File: src/rtl/ars_pkg.sv
package ars_pkg;

  typedef enum logic [1:0] {
    ST_WAIT     = 2'd0,
    ST_WINDOW   = 2'd1,
    ST_RELEASED = 2'd2,
    ST_HALT     = 2'd3
  } seq_state_e;

  typedef enum logic [2:0] {
    CAUSE_NORMAL = 3'd0,
    CAUSE_UNDER  = 3'd1,
    CAUSE_OVER   = 3'd2,
    CAUSE_FAIL   = 3'd3,
    CAUSE_PGLOSS = 3'd4
  } cause_e;

  typedef enum logic [1:0] {
    POL_LOCK    = 2'd0,
    POL_DEGRADE = 2'd1,
    POL_ZEROIZE = 2'd2
  } policy_e;

  // Code 3 is folded onto lock so an unused encoding is never permissive.
  function automatic policy_e norm_policy(input logic [1:0] code);
    return (code == 2'd3) ? POL_LOCK : policy_e'(code);
  endfunction

endpackage

File: src/rtl/ars_glitch_filter.sv
module ars_glitch_filter #(
  parameter int GLITCH_TICKS = 3
) (
  input  logic clk_i,
  input  logic rst_ni,
  input  logic in_i,
  output logic out_o
);
  localparam int GW = $clog2(GLITCH_TICKS + 1);
  localparam logic [GW-1:0] G_LAST = GW'(GLITCH_TICKS - 1);

  logic [GW-1:0] cnt_q;
  logic          out_q;

  // The output follows only after the input has disagreed for GLITCH_TICKS samples.
  always_ff @(posedge clk_i or negedge rst_ni) begin
    if (!rst_ni) begin
      cnt_q <= '0;
      out_q <= 1'b0;
    end else if (in_i == out_q) begin
      cnt_q <= '0;
    end else if (cnt_q == G_LAST) begin
      cnt_q <= '0;
      out_q <= in_i;
    end else begin
      cnt_q <= cnt_q + GW'(1);
    end
  end

  assign out_o = out_q;

  assert_rise_needs_high_R3: assert property (@(posedge clk_i) disable iff (!rst_ni)
    $rose(out_q) |-> $past(in_i));
  assert_fall_needs_low_R3: assert property (@(posedge clk_i) disable iff (!rst_ni)
    $fell(out_q) |-> !$past(in_i));

endmodule

File: src/rtl/ars_pg_qualifier.sv
module ars_pg_qualifier #(
  parameter int GLITCH_TICKS = 3,
  parameter int QUAL_TICKS   = 8
) (
  input  logic clk_i,
  input  logic rst_ni,
  input  logic raw_i,
  output logic pg_q_o
);
  localparam int QW = $clog2(QUAL_TICKS + 1);
  localparam logic [QW-1:0] Q_LAST = QW'(QUAL_TICKS - 1);

  logic          pg_f;
  logic [QW-1:0] qcnt_q;
  logic          pg_q;

  ars_glitch_filter #(.GLITCH_TICKS(GLITCH_TICKS)) u_flt (
    .clk_i (clk_i),
    .rst_ni(rst_ni),
    .in_i  (raw_i),
    .out_o (pg_f)
  );

  // Debounce and minimum-high share one run counter; any low restarts it.
  always_ff @(posedge clk_i or negedge rst_ni) begin
    if (!rst_ni) begin
      qcnt_q <= '0;
      pg_q   <= 1'b0;
    end else if (!pg_f) begin
      qcnt_q <= '0;
      pg_q   <= 1'b0;
    end else if (!pg_q) begin
      if (qcnt_q == Q_LAST) pg_q <= 1'b1;
      else                  qcnt_q <= qcnt_q + QW'(1);
    end
  end

  assign pg_q_o = pg_q;

  assert_loss_drops_qual_R10: assert property (@(posedge clk_i) disable iff (!rst_ni)
    !pg_f |=> !pg_q);

endmodule

File: src/rtl/ars_window_fsm.sv
module ars_window_fsm
  import ars_pkg::*;
#(
  parameter int KEY_MIN = 6,
  parameter int KEY_MAX = 20,
  parameter int FAIL_W  = 4
) (
  input  logic              clk_i,
  input  logic              rst_ni,
  input  logic              pg_q_i,
  input  logic              ok_rise_i,
  input  logic              fail_rise_i,
  input  logic              preauth_i,
  input  logic [1:0]        pol_under_i,
  input  logic [1:0]        pol_over_i,
  output logic              rel_req_o,
  output logic              lock_o,
  output logic              degrade_o,
  output logic              zeroize_o,
  output logic [2:0]        cause_o,
  output logic [FAIL_W-1:0] fail_cnt_o
);
  localparam int CW = $clog2(KEY_MAX + 1);
  localparam logic [CW-1:0] K_MIN = CW'(KEY_MIN);
  localparam logic [CW-1:0] K_MAX = CW'(KEY_MAX);

  seq_state_e        state_q;
  logic [CW-1:0]     win_cnt_q;
  cause_e            cause_q;
  policy_e           verdict_q;
  logic [FAIL_W-1:0] fail_cnt_q;
  logic              win_open;

  assign win_open = (win_cnt_q >= K_MIN);

  always_ff @(posedge clk_i or negedge rst_ni) begin
    if (!rst_ni) begin
      state_q    <= ST_WAIT;
      win_cnt_q  <= '0;
      cause_q    <= CAUSE_NORMAL;
      verdict_q  <= POL_LOCK;
      fail_cnt_q <= '0;
    end else if (state_q != ST_WAIT && !pg_q_i) begin
      state_q <= ST_WAIT;
      cause_q <= CAUSE_PGLOSS;
    end else begin
      case (state_q)
        ST_WAIT: begin
          if (pg_q_i) begin
            state_q   <= ST_WINDOW;
            win_cnt_q <= '0;
          end
        end
        ST_WINDOW: begin
          if (fail_rise_i && win_open) begin
            state_q   <= ST_HALT;
            verdict_q <= norm_policy(pol_over_i);
            cause_q   <= CAUSE_FAIL;
            if (fail_cnt_q != '1) fail_cnt_q <= fail_cnt_q + FAIL_W'(1);
          end else if (ok_rise_i && !win_open) begin
            state_q   <= ST_HALT;
            verdict_q <= norm_policy(pol_under_i);
            cause_q   <= CAUSE_UNDER;
          end else if ((ok_rise_i || preauth_i) && win_open) begin
            state_q <= ST_RELEASED;
            cause_q <= CAUSE_NORMAL;
          end else if (win_cnt_q == K_MAX) begin
            state_q   <= ST_HALT;
            verdict_q <= norm_policy(pol_over_i);
            cause_q   <= CAUSE_OVER;
          end else begin
            win_cnt_q <= win_cnt_q + CW'(1);
          end
        end
        default: ;
      endcase
    end
  end

  assign rel_req_o  = (state_q == ST_RELEASED);
  assign lock_o     = (state_q == ST_HALT) && (verdict_q == POL_LOCK);
  assign degrade_o  = (state_q == ST_HALT) && (verdict_q == POL_DEGRADE);
  assign zeroize_o  = (state_q == ST_HALT) && (verdict_q == POL_ZEROIZE);
  assign cause_o    = cause_q;
  assign fail_cnt_o = fail_cnt_q;

  assert_release_in_window_R4: assert property (@(posedge clk_i) disable iff (!rst_ni)
    (state_q == ST_RELEASED) && ($past(state_q) == ST_WINDOW) |-> ($past(win_cnt_q) >= K_MIN));
  assert_verdict_exclusive_R7: assert property (@(posedge clk_i) disable iff (!rst_ni)
    $onehot0({lock_o, degrade_o, zeroize_o}));
  assert_fail_count_step_R9: assert property (@(posedge clk_i) disable iff (!rst_ni)
    (fail_cnt_q != $past(fail_cnt_q)) |-> (fail_cnt_q == $past(fail_cnt_q) + FAIL_W'(1)));
  assert_halt_exit_R12: assert property (@(posedge clk_i) disable iff (!rst_ni)
    ($past(state_q) == ST_HALT) && (state_q != ST_HALT) |-> (state_q == ST_WAIT));

endmodule

File: src/rtl/ars_reset_stretch.sv
module ars_reset_stretch #(
  parameter int RST_MIN_LOW = 32
) (
  input  logic clk_i,
  input  logic rst_ni,
  input  logic rel_i,
  output logic rst_n_o
);
  localparam int LW = $clog2(RST_MIN_LOW + 1);
  localparam logic [LW-1:0] L_MIN = LW'(RST_MIN_LOW);

  logic [LW-1:0] low_q;
  logic          hi_q;
  logic          out_n;

  assign out_n = hi_q & rel_i;

  always_ff @(posedge clk_i or negedge rst_ni) begin
    if (!rst_ni) begin
      low_q <= '0;
      hi_q  <= 1'b0;
    end else begin
      if (out_n)              low_q <= '0;
      else if (low_q != L_MIN) low_q <= low_q + LW'(1);
      if (!rel_i)              hi_q <= 1'b0;
      else if (low_q == L_MIN) hi_q <= 1'b1;
    end
  end

  assign rst_n_o = out_n;

endmodule

File: src/rtl/auth_rst_seq.sv
module auth_rst_seq
  import ars_pkg::*;
#(
  parameter int N_RAILS         = 3,
  parameter int GLITCH_TICKS    = 3,
  parameter int DEBOUNCE_TICKS  = 4,
  parameter int MIN_PULSE_TICKS = 4,
  parameter int KEY_MIN         = 6,
  parameter int KEY_MAX         = 20,
  parameter int RST_MIN_LOW     = 32,
  parameter int FAIL_W          = 4
) (
  input  logic               clk_i,
  input  logic               rst_ni,
  input  logic               supply_ok_i,
  input  logic [N_RAILS-1:0] rail_pg_i,
  input  logic               auth_ok_i,
  input  logic               auth_fail_i,
  input  logic               preauth_i,
  input  logic [1:0]         pol_under_i,
  input  logic [1:0]         pol_over_i,
  output logic               mcu_rst_n_o,
  output logic               lock_o,
  output logic               degrade_req_o,
  output logic               zeroize_req_o,
  output logic [2:0]         cause_o,
  output logic [FAIL_W-1:0]  fail_cnt_o
);
  localparam int QUAL_TICKS = DEBOUNCE_TICKS + MIN_PULSE_TICKS;
  localparam int N_EVT      = 2;
  localparam int RW         = $clog2(RST_MIN_LOW + 2);
  localparam logic [RW-1:0] RUN_MIN = RW'(RST_MIN_LOW);

  logic             raw_pg;
  logic             pg_q;
  logic [N_EVT-1:0] evt_raw;
  logic [N_EVT-1:0] evt_rise;
  logic             rel_req;

  assign raw_pg  = supply_ok_i & (&rail_pg_i);
  assign evt_raw = {auth_fail_i, auth_ok_i};

  ars_pg_qualifier #(.GLITCH_TICKS(GLITCH_TICKS), .QUAL_TICKS(QUAL_TICKS)) u_pgq (
    .clk_i (clk_i),
    .rst_ni(rst_ni),
    .raw_i (raw_pg),
    .pg_q_o(pg_q)
  );

  // Approval and failure lines share one filter-and-edge structure.
  for (genvar i = 0; i < N_EVT; i++) begin : g_evt
    logic filt;
    logic filt_d;
    ars_glitch_filter #(.GLITCH_TICKS(GLITCH_TICKS)) u_flt (
      .clk_i (clk_i),
      .rst_ni(rst_ni),
      .in_i  (evt_raw[i]),
      .out_o (filt)
    );
    always_ff @(posedge clk_i or negedge rst_ni) begin
      if (!rst_ni) filt_d <= 1'b0;
      else         filt_d <= filt;
    end
    assign evt_rise[i] = filt & ~filt_d;
  end

  ars_window_fsm #(.KEY_MIN(KEY_MIN), .KEY_MAX(KEY_MAX), .FAIL_W(FAIL_W)) u_fsm (
    .clk_i      (clk_i),
    .rst_ni     (rst_ni),
    .pg_q_i     (pg_q),
    .ok_rise_i  (evt_rise[0]),
    .fail_rise_i(evt_rise[1]),
    .preauth_i  (preauth_i),
    .pol_under_i(pol_under_i),
    .pol_over_i (pol_over_i),
    .rel_req_o  (rel_req),
    .lock_o     (lock_o),
    .degrade_o  (degrade_req_o),
    .zeroize_o  (zeroize_req_o),
    .cause_o    (cause_o),
    .fail_cnt_o (fail_cnt_o)
  );

  ars_reset_stretch #(.RST_MIN_LOW(RST_MIN_LOW)) u_rst (
    .clk_i  (clk_i),
    .rst_ni (rst_ni),
    .rel_i  (rel_req & pg_q),
    .rst_n_o(mcu_rst_n_o)
  );

  // Independent run-length counter of the reset output, for the pulse-width check.
  logic [RW-1:0] low_run_q;
  always_ff @(posedge clk_i or negedge rst_ni) begin
    if (!rst_ni)                     low_run_q <= '0;
    else if (mcu_rst_n_o)            low_run_q <= '0;
    else if (low_run_q != '1)        low_run_q <= low_run_q + RW'(1);
  end

  assert_release_needs_pg_R1: assert property (@(posedge clk_i) disable iff (!rst_ni)
    mcu_rst_n_o |-> pg_q);
  assert_min_low_width_R11: assert property (@(posedge clk_i) disable iff (!rst_ni)
    $rose(mcu_rst_n_o) |-> (low_run_q >= RUN_MIN));
  assert_zeroize_holds_reset_R7: assert property (@(posedge clk_i) disable iff (!rst_ni)
    zeroize_req_o |-> !mcu_rst_n_o);

endmodule

File: config.mk
export PLATFORM = sky130hd
export DESIGN_NAME = auth_rst_seq
export DESIGN_NICKNAME = d
export VERILOG_FILES = /design/src/rtl/ars_pkg.sv /design/src/rtl/ars_glitch_filter.sv /design/src/rtl/ars_pg_qualifier.sv /design/src/rtl/ars_window_fsm.sv /design/src/rtl/ars_reset_stretch.sv /design/src/rtl/auth_rst_seq.sv
export SDC_FILE = /design/constraint.sdc
export NUM_CORES = 1
export LEC_CHECK = 0
export CAP_MARGIN = 20
export CORE_ASPECT_RATIO = 0.5
export CORE_MARGIN = 2
export CORE_UTILIZATION = 60
export DETAILED_ROUTE_END_ITERATION = 7
export HOLD_SLACK_MARGIN = 0.05
export PLACE_DENSITY = 0.94
export SYNTH_ARGS = -nofsm -noshare
export SYNTH_HDL_FRONTEND = slang
export SYNTH_HIERARCHICAL = 1
export SYNTH_SLANG_ARGS = --single-unit
export TNS_END_PERCENT = 30
File: constraint.sdc
create_clock -name clk_i -period 3.45 [get_ports clk_i]
set_clock_uncertainty 0.15 [all_clocks]
set_input_delay 0.69 -clock clk_i [delete_from_list [all_inputs] [get_ports clk_i]]
set_output_delay 0.69 -clock clk_i [all_outputs]
set_load 0.01 [all_outputs]
==> impl_metrics.tcl <==
set metrics [dict create \
    hp-class "flop to flop" \
    fmax_mhz 352 \
    power.density_nw_per_um2 455 \
    startpoint_type "flop" \
    maxSlewViolCount 0 \
    syn_to_final_growth_pct 18.0 \
    io_pins 24 \
    drt-initial-drc-count 148 \
    hold_viol_final 0 \
    die_h_um 46.2 \
    die_x_um 88.3 \
    synth_seq_cells 39 \
    fin_crit_ns 2.84 \
    drt-vias-per-instance 5.73 \
    syn_area_sq_um 2130 \
    synth_edf_count 0 \
    numCtsBuffers 5 \
    first_pass_iters 4 \
    seq_area_frac_synth 0.458 \
    cts_buffer_depth 2 \
    via_count 1603 \
    cts_resized 0 \
    cts_setup_buffers 0 \
    overflow 0 \
    syn_area_per_cell_sq_um 10.6 \
    wl_um 4280 \
    antenna_left 0 \
    start_util 0.624 \
    ir_drop_v 0.000349 \
    place.port_buffers 23 \
    crit_path_max_fanout 9 \
    grt_antenna_before_repair 0 \
    cp_slowest_cell "clkdlybuf4s50_1" \
    arrival_ns 2.00 \
    place_ws_ns 0.959 \
    wl_per_cell_um 15.3 \
    clockRootBuffer "clkbuf_8" \
    rows 15 \
    clkTransAtPathRegs_ns 0.09 \
    drc 0 \
    outcome "finished, final reports clean" \
    utilization 0.736 \
    required_ns 2.61 \
    maxSlewHeadroom 0.431 \
    worst_pin_slew_ns 0.853 \
    hold_buffers 0 \
    yosys-top-cells-area "dfrtp_1, ha_1, nor3_1, mux2i_1, inv_1" \
    crit_cells 5 \
    clkSinkCount 39 \
    layout_commonest_cell "dfrtp_1" \
    fin_ws_ns 0.608 \
    grt_max_degree 40 \
    rsz0062_at_grt "false" \
    fillers 240 \
    cp-end-kind "output port" \
    r2r_cells 6 \
    cap_viol_max_count 0 \
    dominantRegCellSynth "dfrtp_1" \
    die-area_sq_um 4080 \
    synthArstFlopShare 1.00 \
    hpwlAfterDp_um 3130 \
    tns_ns 0 \
    crit_chain "nor2b_1 -> and2_1 -> nand2_1 -> inv_1 -> clkdlybuf4s50_1" \
    coreArea_sq_um 3420 \
    post-route-period-util 0.824 \
    drive_above_1_share 0.135 \
    p_leak_nw 1.09 \
    syn_inst 201 \
    setup_viol 0 \
    worstSkewPairLatency_ns 0.30 \
    final_cell_mix "dfrtp_1, clkdlybuf4s50_1, inv_1, nand2_1, nor2_1" \
    cts_tree "yes" \
    crit_type "flop to output port" \
    gp_congestion 0.877 \
    critPathTopFamily "buffers and inverters" \
    whs_path_depth 0 \
    ys_warn_count 6 \
    htree_levels 2 \
    n_antenna_cell 0 \
    yosysTopAreaCell "dfrtp_1" \
    synth_top_cell_area_share 0.458 \
    track_usage 0.237 \
    syn_nets 221 \
    grt_pass1_wl_um 7200 \
    final_nets 248 \
    critPathMaxStageDelay_ns 0.57 \
    crit_buf_inv 2 \
    grt_pass1_vias 1605 \
    synth_cell_types 52 \
]
==> cell type report <==
cell class	instances	area, sq um	area share
clock buffers	5	68.8	0.0274
multi-input cells	147	1090	0.433
flip-flops and latches	39	976	0.388
inverters	12	45.0	0.0179
well taps	51	63.8	0.0254
clock inverters	3	46.3	0.0184
repair buffers	23	225	0.0896
==> cells in the mapped netlist, drive strengths merged, types with 2 or more instances <==
library cell and instances:
o31ai 2, a21boi 3, nand3 8, ha 7, buf 3, o21a 3
nor3b 6, mux2 6, inv 12, a31oi 2, nand2b 7, a41oi 2
o21ai 7, xnor2 3, nand2 13, dfrtp 39, and2 3, nor2 14
a21oi 8, nand4b 2, nor3 11, or2 2, xor2 5, nand3b 3
mux2i 5, nor2b 8
==> final timing paths <==
kind / slack [ns] / end / start
max: 0.61 / mcu_rst_n_o / u_fsm/state_q[0]
min in group asynchronous: 0.35 / u_fsm/state_q[0] / rst_ni
max reg2reg: 1.29 / u_fsm/verdict_q[1] / u_fsm/win_cnt_q[0]
max in group asynchronous: 2.27 / u_fsm/fail_cnt_o[1] / rst_ni
min reg2reg: 0.31 / g_evt[1].filt_d / g_evt[1].u_flt/out_o
min: 0.31 / g_evt[1].filt_d / g_evt[1].u_flt/out_o
==> through the flow <==
stage               cells  area (sq um)  hold WS, ns  power, mW
floorplan             201          2130        0.244      0.698
global placement      272          2400        0.269      0.748
detailed placement    272          2400        0.288      0.766
CTS                   280          2510        0.307       1.15
global route          280          2510        0.339       1.20
finish                280          2510        0.308       1.14
==> sequential cells by signal, indices dropped and copies added, names as in the netlist, 2 cells and up <==
signal and cells:
u_rst/low_q 6, u_fsm/win_cnt_q 5, g_evt.u_flt/cnt_q 4, u_fsm/fail_cnt_o 4
u_pgq/qcnt_q 4, u_fsm/cause_o 3, g_evt.filt_d 2, g_evt.u_flt/out_o 2
u_fsm/state_q 2, u_fsm/verdict_q 2, u_pgq/u_flt/cnt_q 2
==> cell families after synthesis <==
logic type | share of synthesized area
multiplexers | 0.0604
AO/OA/AOI/OAI | 0.129
XOR/XNOR | 0.0329
flip-flops | 0.458
AND/OR/NAND/NOR | 0.248
adder cells (fa/ha/maj) | 0.0411
buffers and inverters | 0.0311
==> power by group <==
| part | internal (mW) | total, mW | switching (mW) |
|---|---|---|---|
| Sequential | 0.502 | 0.542 | 0.0395 |
| Clock | 0.218 | 0.388 | 0.171 |
| Combinational | 0.103 | 0.214 | 0.112 |
==> routing by layer <==
layer	GRT usage	wire, um
met5	0	0
met4	0.0970	30
met3	0.0663	219
met2	0.412	2200
met1	0.286	1830
(Power assumes the default switching activity.)
